--- src/rtl/tdm_port_pkg.sv ---
package tdm_port_pkg;

    localparam int unsigned FRAME_CAP = 512;

    typedef enum logic [1:0] {
        RATE_LOW  = 2'd0,
        RATE_MID  = 2'd1,
        RATE_HIGH = 2'd2
    } rate_e;

    // Code 3 is not a rate of its own; it falls back to the lowest one.
    function automatic rate_e norm_rate(input logic [1:0] code);
        return (code == 2'd3) ? RATE_LOW : rate_e'(code);
    endfunction

    function automatic int unsigned chans_for(input rate_e r, input int unsigned base);
        case (r)
            RATE_MID:  return base * 2;
            RATE_HIGH: return base * 4;
            default:   return base;
        endcase
    endfunction

    function automatic int unsigned lines_for(input rate_e r, input int unsigned lines);
        return (r == RATE_HIGH) ? lines / 2 : lines;
    endfunction

endpackage

--- src/rtl/tdm_tick_sel.sv ---
module tdm_tick_sel (
    input  logic ref_en_i,
    input  logic int_clk_i,
    input  logic ext_tick_i,
    input  logic int_tick_i,
    output logic tick_o
);
    logic ext_sel;

    always_comb begin
        ext_sel = ref_en_i && !int_clk_i;
        tick_o  = ext_sel ? ext_tick_i : int_tick_i;
    end
endmodule

--- src/rtl/tdm_slot_ctr.sv ---
module tdm_slot_ctr
    import tdm_port_pkg::*;
#(
    parameter int BASE_CH = 32,
    parameter int CH_W    = 7
) (
    input  logic            clk,
    input  logic            rst,
    input  logic            tick_i,
    input  logic            fp_i,
    input  logic [1:0]      rate_i,
    output logic [CH_W-1:0] chan_o,
    output logic [2:0]      bit_o,
    output rate_e           rate_o,
    output logic            synced_o,
    output logic [2:0]      nbit_o,
    output rate_e           nrate_o,
    output logic            nsynced_o,
    output logic            chan_start_o,
    output logic [CH_W-1:0] tx_chan_o
);
    typedef struct packed {
        logic [CH_W-1:0] chan;
        logic [2:0]      bitn;
        rate_e           rate;
        logic            synced;
    } ctr_t;

    ctr_t q, d;
    logic [CH_W-1:0] last_chan;
    logic            at_last;

    always_comb begin
        d         = q;
        last_chan = CH_W'(chans_for(q.rate, BASE_CH) - 1);
        at_last   = (q.chan >= last_chan);
        tx_chan_o = fp_i ? '0 : (at_last ? '0 : q.chan + 1'b1);
        chan_start_o = tick_i && (fp_i || q.bitn == 3'd7);
        if (tick_i) begin
            if (fp_i) begin
                d.chan   = '0;
                d.bitn   = 3'd0;
                d.rate   = norm_rate(rate_i);
                d.synced = 1'b1;
            end else if (q.bitn == 3'd7) begin
                d.bitn = 3'd0;
                d.chan = at_last ? '0 : q.chan + 1'b1;
            end else begin
                d.bitn = q.bitn + 3'd1;
            end
        end
        chan_o    = q.chan;
        bit_o     = q.bitn;
        rate_o    = q.rate;
        synced_o  = q.synced;
        nbit_o    = d.bitn;
        nrate_o   = d.rate;
        nsynced_o = d.synced;
    end

    always_ff @(posedge clk) begin
        if (rst) begin
            q <= '{chan: '0, bitn: 3'd0, rate: RATE_LOW, synced: 1'b0};
        end else begin
            q <= d;
        end
    end

    p_chan_in_range_r1: assert property (@(posedge clk) disable iff (rst)
        32'(q.chan) < chans_for(q.rate, BASE_CH));

    p_bit_wrap_r1: assert property (@(posedge clk) disable iff (rst)
        tick_i && !fp_i && q.bitn == 3'd7 |=> q.bitn == 3'd0);

    p_frame_align_r2: assert property (@(posedge clk) disable iff (rst)
        tick_i && fp_i |=> q.chan == '0 && q.bitn == 3'd0 && q.synced);
endmodule

--- src/rtl/tdm_dir_table.sv ---
module tdm_dir_table #(
    parameter int LINES  = 8,
    parameter int CH_W   = 7,
    localparam int MAX_CH = 1 << CH_W
) (
    input  logic             clk,
    input  logic             rst,
    input  logic             we_i,
    input  logic [CH_W-1:0]  wchan_i,
    input  logic [LINES-1:0] wdata_i,
    input  logic [CH_W-1:0]  rchan_i,
    output logic [LINES-1:0] rdata_o
);
    logic [LINES-1:0] mem_q [MAX_CH];
    logic [LINES-1:0] mem_d [MAX_CH];

    always_comb begin
        mem_d = mem_q;
        if (we_i) begin
            mem_d[wchan_i] = wdata_i;
        end
        rdata_o = mem_q[rchan_i];
    end

    always_ff @(posedge clk) begin
        if (rst) begin
            for (int i = 0; i < MAX_CH; i++) begin
                mem_q[i] <= '0;
            end
        end else begin
            mem_q <= mem_d;
        end
    end

    p_table_write_r4: assert property (@(posedge clk) disable iff (rst)
        we_i |=> mem_q[$past(wchan_i)] == $past(wdata_i));
endmodule

--- src/rtl/tdm_lane.sv ---
module tdm_lane (
    input  logic       clk,
    input  logic       rst,
    input  logic       tick_i,
    input  logic       chan_start_i,
    input  logic [2:0] bit_i,
    input  logic [2:0] nbit_i,
    input  logic       synced_i,
    input  logic       nsynced_i,
    input  logic       act_next_i,
    input  logic       dir_next_i,
    input  logic [7:0] tx_byte_i,
    input  logic       sdi_i,
    output logic       sdo_o,
    output logic       oe_o,
    output logic       rx_valid_o,
    output logic [7:0] rx_byte_o
);
    typedef struct packed {
        logic [7:0] tx_byte;
        logic       dir_cur;
        logic       act_cur;
        logic       sdo;
        logic       oe;
        logic [6:0] rx_sh;
        logic       rx_valid;
        logic [7:0] rx_byte;
    } lane_t;

    lane_t q, d;

    always_comb begin
        d          = q;
        d.rx_valid = 1'b0;
        if (tick_i) begin
            if (synced_i && bit_i == 3'd7 && q.act_cur && !q.dir_cur) begin
                d.rx_valid = 1'b1;
                d.rx_byte  = {q.rx_sh, sdi_i};
            end
            d.rx_sh = {q.rx_sh[5:0], sdi_i};
            if (chan_start_i) begin
                d.tx_byte = tx_byte_i;
                d.dir_cur = dir_next_i;
                d.act_cur = act_next_i;
            end
            d.oe  = nsynced_i && d.act_cur && d.dir_cur;
            d.sdo = d.oe ? d.tx_byte[3'd7 - nbit_i] : 1'b0;
        end
        sdo_o      = q.sdo;
        oe_o       = q.oe;
        rx_valid_o = q.rx_valid;
        rx_byte_o  = q.rx_byte;
    end

    always_ff @(posedge clk) begin
        if (rst) begin
            q <= '0;
        end else begin
            q <= d;
        end
    end

    p_oe_hold_r4: assert property (@(posedge clk) disable iff (rst)
        !chan_start_i |=> $stable(oe_o));

    p_hiz_unsynced_r7: assert property (@(posedge clk) disable iff (rst)
        !synced_i |-> !oe_o && !rx_valid_o);
endmodule

--- src/rtl/tdm_stream_port.sv ---
module tdm_stream_port
    import tdm_port_pkg::*;
#(
    parameter int LINES   = 8,
    parameter int BASE_CH = 32,
    localparam int CH_W   = $clog2(BASE_CH * 4)
) (
    input  logic               clk,
    input  logic               rst,
    input  logic               ref_en_i,
    input  logic               int_clk_i,
    input  logic               ext_tick_i,
    input  logic               int_tick_i,
    input  logic               fp_i,
    input  logic [1:0]         rate_i,
    input  logic               dir_we_i,
    input  logic [CH_W-1:0]    dir_chan_i,
    input  logic [LINES-1:0]   dir_lines_i,
    input  logic [LINES*8-1:0] tx_data_i,
    output logic [CH_W-1:0]    tx_chan_o,
    input  logic [LINES-1:0]   sdi_i,
    output logic [LINES-1:0]   sdo_o,
    output logic [LINES-1:0]   sdo_oe_o,
    output logic [LINES-1:0]   rx_valid_o,
    output logic [LINES*8-1:0] rx_data_o,
    output logic [CH_W-1:0]    rx_chan_o
);
    logic            tick;
    logic [CH_W-1:0] chan;
    logic [2:0]      bitn, nbit;
    rate_e           rate_q, nrate;
    logic            synced, nsynced, chan_start;
    logic [LINES-1:0] dir_next, act_next;
    logic [CH_W-1:0] rx_chan_q, rx_chan_d;

    tdm_tick_sel u_tick_sel (
        .ref_en_i   (ref_en_i),
        .int_clk_i  (int_clk_i),
        .ext_tick_i (ext_tick_i),
        .int_tick_i (int_tick_i),
        .tick_o     (tick)
    );

    tdm_slot_ctr #(.BASE_CH(BASE_CH), .CH_W(CH_W)) u_ctr (
        .clk          (clk),
        .rst          (rst),
        .tick_i       (tick),
        .fp_i         (fp_i),
        .rate_i       (rate_i),
        .chan_o       (chan),
        .bit_o        (bitn),
        .rate_o       (rate_q),
        .synced_o     (synced),
        .nbit_o       (nbit),
        .nrate_o      (nrate),
        .nsynced_o    (nsynced),
        .chan_start_o (chan_start),
        .tx_chan_o    (tx_chan_o)
    );

    tdm_dir_table #(.LINES(LINES), .CH_W(CH_W)) u_dir (
        .clk     (clk),
        .rst     (rst),
        .we_i    (dir_we_i),
        .wchan_i (dir_chan_i),
        .wdata_i (dir_lines_i),
        .rchan_i (tx_chan_o),
        .rdata_o (dir_next)
    );

    for (genvar s = 0; s < LINES; s++) begin : g_lane
        assign act_next[s] = (32'(s) < lines_for(nrate, LINES));

        tdm_lane u_lane (
            .clk          (clk),
            .rst          (rst),
            .tick_i       (tick),
            .chan_start_i (chan_start),
            .bit_i        (bitn),
            .nbit_i       (nbit),
            .synced_i     (synced),
            .nsynced_i    (nsynced),
            .act_next_i   (act_next[s]),
            .dir_next_i   (dir_next[s]),
            .tx_byte_i    (tx_data_i[s*8 +: 8]),
            .sdi_i        (sdi_i[s]),
            .sdo_o        (sdo_o[s]),
            .oe_o         (sdo_oe_o[s]),
            .rx_valid_o   (rx_valid_o[s]),
            .rx_byte_o    (rx_data_o[s*8 +: 8])
        );
    end

    always_comb begin
        rx_chan_d = rx_chan_q;
        if (tick && bitn == 3'd7) begin
            rx_chan_d = chan;
        end
        rx_chan_o = rx_chan_q;
    end

    always_ff @(posedge clk) begin
        if (rst) begin
            rx_chan_q <= '0;
        end else begin
            rx_chan_q <= rx_chan_d;
        end
    end

    always_comb begin
        p_frame_cap_r6: assert (chans_for(rate_q, BASE_CH) * lines_for(rate_q, LINES)
                                <= FRAME_CAP * (BASE_CH / 32) * (LINES / 8) || rst);
    end

    p_upper_quiet_r6: assert property (@(posedge clk) disable iff (rst)
        rate_q == RATE_HIGH |-> sdo_oe_o[LINES-1:LINES/2] == '0);

    p_rx_chan_range_r1: assert property (@(posedge clk) disable iff (rst)
        |rx_valid_o |-> 32'(rx_chan_o) < chans_for(rate_q, BASE_CH) || $past(fp_i));
endmodule

--- config.mk ---
export PLATFORM = sky130hd
export DESIGN_NAME = tdm_stream_port
export DESIGN_NICKNAME = d
export VERILOG_FILES = /design/src/rtl/tdm_port_pkg.sv /design/src/rtl/tdm_tick_sel.sv /design/src/rtl/tdm_slot_ctr.sv /design/src/rtl/tdm_dir_table.sv /design/src/rtl/tdm_lane.sv /design/src/rtl/tdm_stream_port.sv
export SDC_FILE = /design/constraint.sdc
export NUM_CORES = 2
export LEC_CHECK = 0
export BUFFER_PORTS_ARGS = -buffer_cell sky130_fd_sc_hd__buf_2
export CORE_MARGIN = 3
export CORE_UTILIZATION = 40
export CTS_CLUSTER_DIAMETER = 50
export CTS_CLUSTER_SIZE = 28
export DETAILED_ROUTE_END_ITERATION = 8
export SLEW_MARGIN = 10
export SYNTH_ARGS = -nofsm -noshare
export SYNTH_HDL_FRONTEND = slang
export SYNTH_SLANG_ARGS = --single-unit
--- constraint.sdc ---
create_clock -name clk -period 4.8 [get_ports clk]
set_clock_uncertainty 0.2 [all_clocks]
set_input_delay 0.24 -clock clk [delete_from_list [all_inputs] [get_ports clk]]
set_output_delay 0.24 -clock clk [all_outputs]
set_load 0.03 [all_outputs]
==> key figures <==
Outcome
  – Outcome: finished, final reports clean

Setup path
  – Critical path's largest stage delay: 680 ps
  – Endpoint kind of the worst setup timing path: flip-flop
  – Dominant delay contributor by cell family on the critical path: compound AO/OA/AOI/OAI gates
  – Max Fanout on Critical Path: 45
  – Worst Setup Path Type: flip-flop to flip-flop
  – Data arrival time of the critical path: 5230 ps
  – CP Launch Type: flip-flop
  – Number of buffers and inverters on the critical path: 6
  – Data required time at the worst endpoint: 5250 ps
  – Critical-path top delay cell: sky130_fd_sc_hd__nor4bb_2
  – Critical path, cell by cell: inv_1 > ha_1 > inv_1 > ha_1 > a211oi_4 > o311ai_4 > buf_4 > inv_2 > nand2_4 > buf_12 > o22ai_1 > nor3_1 > o21ai_0 > nor4bb_2 > nand4_1 > buf_4 > a32o_1

Routing
  – Remaining number of nets flagged by the antenna check after routing: 0
  – Count of unresolved DRC violations after routing: 0
  – Via-to-Cell Ratio: 6.003
  – Number of DRC violations after detailed-routing iteration 0: 6399
  – WL per Instance: 24.02 um
  – TritonRoute pass-1 iters: 6
  – Total length of routed wires: 207.3 mm
  – Number of vias in the routed layout: 51.82k

Synth
  – Fraction of synthesis flops using an asynchronous set or reset pin: 0%
  – Post-synth EDFFs: 0
  – Area share of the largest cell type after synthesis: 46.16%
  – Post-Synthesis Mean Instance Area: 8.052 um2
  – Number of nets produced by synthesis: 6933
  – Top cells by area in the synthesized netlist: sky130_fd_sc_hd__dfxtp_1 (46%), sky130_fd_sc_hd__a21oi_1 (8.5%), sky130_fd_sc_hd__nand2_1 (8.4%)
  – Most used flip-flop cell after synthesis: sky130_fd_sc_hd__dfxtp_1
  – Distinct cell type count of the synthesized netlist: 84
  – Count of warnings emitted by yosys: 0
  – Dominant cell type by area after synthesis: sky130_fd_sc_hd__dfxtp_1
  – Sequential cell area fraction in the yosys report: 46.16%
  – Post-synthesis instance total: 6830
  – Post-Syn Area: 55000 um2
  – Seq cells post-synth: 1268

Global route
  – Via count of the first global-routing pass: 47.83k
  – Final global-route overflow total: 0
  – Largest net degree at the start of global routing: 224
  – GRT Resource Usage Total: 27.90%
  – First-pass GRT wire length: 307.8 mm
  – Number of antenna violations at the first check in global routing: 7

Job
  – # Max-Cap Violations: 0

Floorplan
  – Standard cell core area: 136000 um2
  – Number of rows created at floorplan: 135
  – Area of the die: 142000 um2
  – Initial Utilization: 40.45%
  – Die extent in x: 376.8 um
  – Boundary Pins: 199
  – Height of the die: 376.8 um

Clocking
  – Root Driver: sky130_fd_sc_hd__clkbuf_16
  – Buffers from clock root to sink, at most: 3
  – Clock edge transition at the registers on the reported setup and hold paths: 80 ps
  – Worst-Skew Late Latency: 770 ps
  – CTS H-Tree Depth: 3
  – Cts bufs inserted: 119
  – CTS tree: yes
  – TritonCTS sink count: 1268

STA
  – Max-slew violation total from the final report: 0
  – Sum of negative setup slack: 0 ps
  – Setup repair after global routing missed its margin: true
  – Worst-margin pin slew: 1331 ps
  – Headroom to the max-slew limit: 10.93%
  – Clock period minus final worst setup slack: 4772 ps
  – Final hold viol count: 0
  – Share of the clock period used by the worst path: 99.43%
  – Fmax achieved: 0.2095 GHz
  – Setup Viol. Count Final: 0

Placement
  – I/O Buffers: 198
  – Placement Cell Area: 57550 um2
  – Detailed-placement wirelength estimate: 128.9 mm
  – Final RePlAce weighted congestion: 0.9672

Min path
  – Worst Hold Class: input port to flip-flop

Final layout
  – Fraction of final layout cells with drive strength greater than 1: 11.00%
  – Final Instance Area: 62820 um2
  – Final layout net count: 6843
  – Area added between synthesis and finish: 14.22%

Pwr
  – Power density normalized to cell area: 355.9 nW/um2
  – Maximum vdd ir drop: 0.2858 mV
  – P_leak: 0.02141 uW
registers in the layout (all words and copies together), names as in the netlist:
register / flops
g_lane.u_lane.oe_o: 8
g_lane.u_lane.q: 136
g_lane.u_lane.rx_byte_o: 64
g_lane.u_lane.rx_valid_o: 8
g_lane.u_lane.sdo_o: 8
rx_chan_o: 7
u_ctr.bit_o: 3
u_ctr.chan_o: 7
u_ctr.rate_o: 2
u_ctr.synced_o: 1
u_dir.mem_q: 1024
power by group:
part | switching, uW | total, uW | internal (uW)
registers | 44.1 | 10600 | 10600
clock network | 4740 | 10000 | 5300
logic | 1230 | 1690 | 460
path summary, 6_finish.rpt:
path / from / endpoint / slack (ps) / depth (start not counted)
hold / removal: sdi_i[2] / g_lane[2].u_lane.rx_byte_o[0] / 50 / 4
setup / recovery: u_ctr.rate_o[0] / g_lane[2].u_lane.sdo_o / 30 / 17
setup reg to reg: u_ctr.rate_o[0] / g_lane[2].u_lane.sdo_o / 30 / 17
hold reg to reg: u_dir.mem_q[481] / u_dir.mem_q[481] / 250 / 2
routing by layer:
metal,track usage (%),share of wire [%]
met5,0,0.0058
met4,13.42,5.3
met3,5.635,9.2
met2,42.01,44
met1,38.11,42
worst reg2reg max path: stages, from the launching register on:
cell and delay, ps:
sky130_fd_sc_hd__dfxtp_1 310, sky130_fd_sc_hd__inv_1 80, sky130_fd_sc_hd__ha_1 150, sky130_fd_sc_hd__inv_1 50, sky130_fd_sc_hd__ha_1 410, sky130_fd_sc_hd__a211oi_4 520, sky130_fd_sc_hd__o311ai_4 190, sky130_fd_sc_hd__buf_4 200
sky130_fd_sc_hd__inv_2 70, sky130_fd_sc_hd__nand2_4 140, sky130_fd_sc_hd__buf_12 270, sky130_fd_sc_hd__o22ai_1 230, sky130_fd_sc_hd__nor3_1 60, sky130_fd_sc_hd__o21ai_0 530, sky130_fd_sc_hd__nor4bb_2 680, sky130_fd_sc_hd__nand4_1 150
sky130_fd_sc_hd__buf_4 220, sky130_fd_sc_hd__a32o_1 220
cells in the mapped netlist, types with 5 or more instances:
| library cell | n |
|---|---|
| sky130_fd_sc_hd__dfxtp_1 | 1268 |
| sky130_fd_sc_hd__nand2_1 | 1227 |
| sky130_fd_sc_hd__a21oi_1 | 935 |
| sky130_fd_sc_hd__nand3_1 | 595 |
| sky130_fd_sc_hd__clkbuf_1 | 518 |
| sky130_fd_sc_hd__nor2_1 | 518 |
| sky130_fd_sc_hd__mux2i_1 | 460 |
| sky130_fd_sc_hd__o21ai_0 | 204 |
| sky130_fd_sc_hd__o22ai_1 | 175 |
| sky130_fd_sc_hd__nor3_1 | 129 |
| sky130_fd_sc_hd__buf_4 | 89 |
| sky130_fd_sc_hd__o221ai_1 | 87 |
| sky130_fd_sc_hd__buf_2 | 62 |
| sky130_fd_sc_hd__mux2_2 | 50 |
| sky130_fd_sc_hd__a22oi_1 | 44 |
| sky130_fd_sc_hd__buf_1 | 44 |
| sky130_fd_sc_hd__a211oi_1 | 40 |
| sky130_fd_sc_hd__inv_1 | 26 |
| sky130_fd_sc_hd__nor2b_1 | 21 |
| sky130_fd_sc_hd__o211ai_1 | 21 |
| sky130_fd_sc_hd__and2_1 | 19 |
| sky130_fd_sc_hd__o32ai_1 | 18 |
| sky130_fd_sc_hd__a221oi_1 | 15 |
| sky130_fd_sc_hd__o22a_1 | 15 |
| sky130_fd_sc_hd__o221a_2 | 14 |
| sky130_fd_sc_hd__a22o_1 | 13 |
| sky130_fd_sc_hd__nor4_1 | 13 |
| sky130_fd_sc_hd__and3_1 | 12 |
| sky130_fd_sc_hd__nand4_1 | 12 |
| sky130_fd_sc_hd__o21ai_1 | 12 |
| sky130_fd_sc_hd__nand2b_1 | 11 |
| sky130_fd_sc_hd__a211o_1 | 10 |
| sky130_fd_sc_hd__o21a_1 | 9 |
| sky130_fd_sc_hd__a21o_1 | 8 |
| sky130_fd_sc_hd__a221o_1 | 8 |
| sky130_fd_sc_hd__nand3b_1 | 8 |
| sky130_fd_sc_hd__o31ai_1 | 8 |
| sky130_fd_sc_hd__or3_1 | 7 |
| sky130_fd_sc_hd__a32oi_1 | 6 |
| sky130_fd_sc_hd__ha_1 | 6 |
| sky130_fd_sc_hd__nor4b_1 | 6 |
| sky130_fd_sc_hd__o2111ai_1 | 5 |
| sky130_fd_sc_hd__o31a_1 | 5 |
kinds of logic after synthesis:
family          share of synthesized area [%]
simple gates                            20.13
buf+inv                                 5.847
fa+ha+maj                              0.1365
compound gates                          18.26
flops                                   46.16
xor+xnor                              0.07964
mux                                     9.396
cell usage in the layout (no fill, tap or decap), drive strengths merged, types with 21 or more instances in the layout:
cell type       n
o21ai         217
mux2           50
o211ai         23
nor2          519
a211oi         42
o221ai         87
nand3         597
a21oi         936
nor2b          21
inv            68
buf           403
dlygate4sd3   102
a22oi          44
nand2        1227
dfxtp        1268
clkbuf        134
nor3          131
clkinv         34
o22ai         175
mux2i         460
through the flow:
stage                     hold slack [ps]  utilization [%]  worst slack, ps  total power [uW]  std cells
after global routing                50.24            46.19           -55.05             22960       8630
after global placement              237.6            42.33           -406.7             12430       8297
final                               53.60            46.20            27.54             22360       8633
after detailed placement            235.9            42.33           -378.7             12440       8297
after CTS                           3.624            46.15            43.73             22450       8627
after floorplan                     176.0                -             1201             11750       6830
layout make-up:
type / count / area (um2)
fillers: 13210 / 73160
repair buffers: 505 / 4156
well taps: 1781 / 2228
diodes: 6 / 15.01
clock inverters: 93 / 1003
multi-input cells: 4816 / 26750
clock buffers: 134 / 3156
inverters: 30 / 118.9
flip-flops and latches: 1268 / 25390
timing repair:
item | CTS | global route
hold buffers | 102 | 0
pin swaps | 1 | 0
setup endpoints to repair | 5 | 12
buffers inserted | 1 | 0
hold endpoints to repair | 437 | 0
resized for setup | 2 | 7
Note: power is estimated with default switching activity, not from simulation.
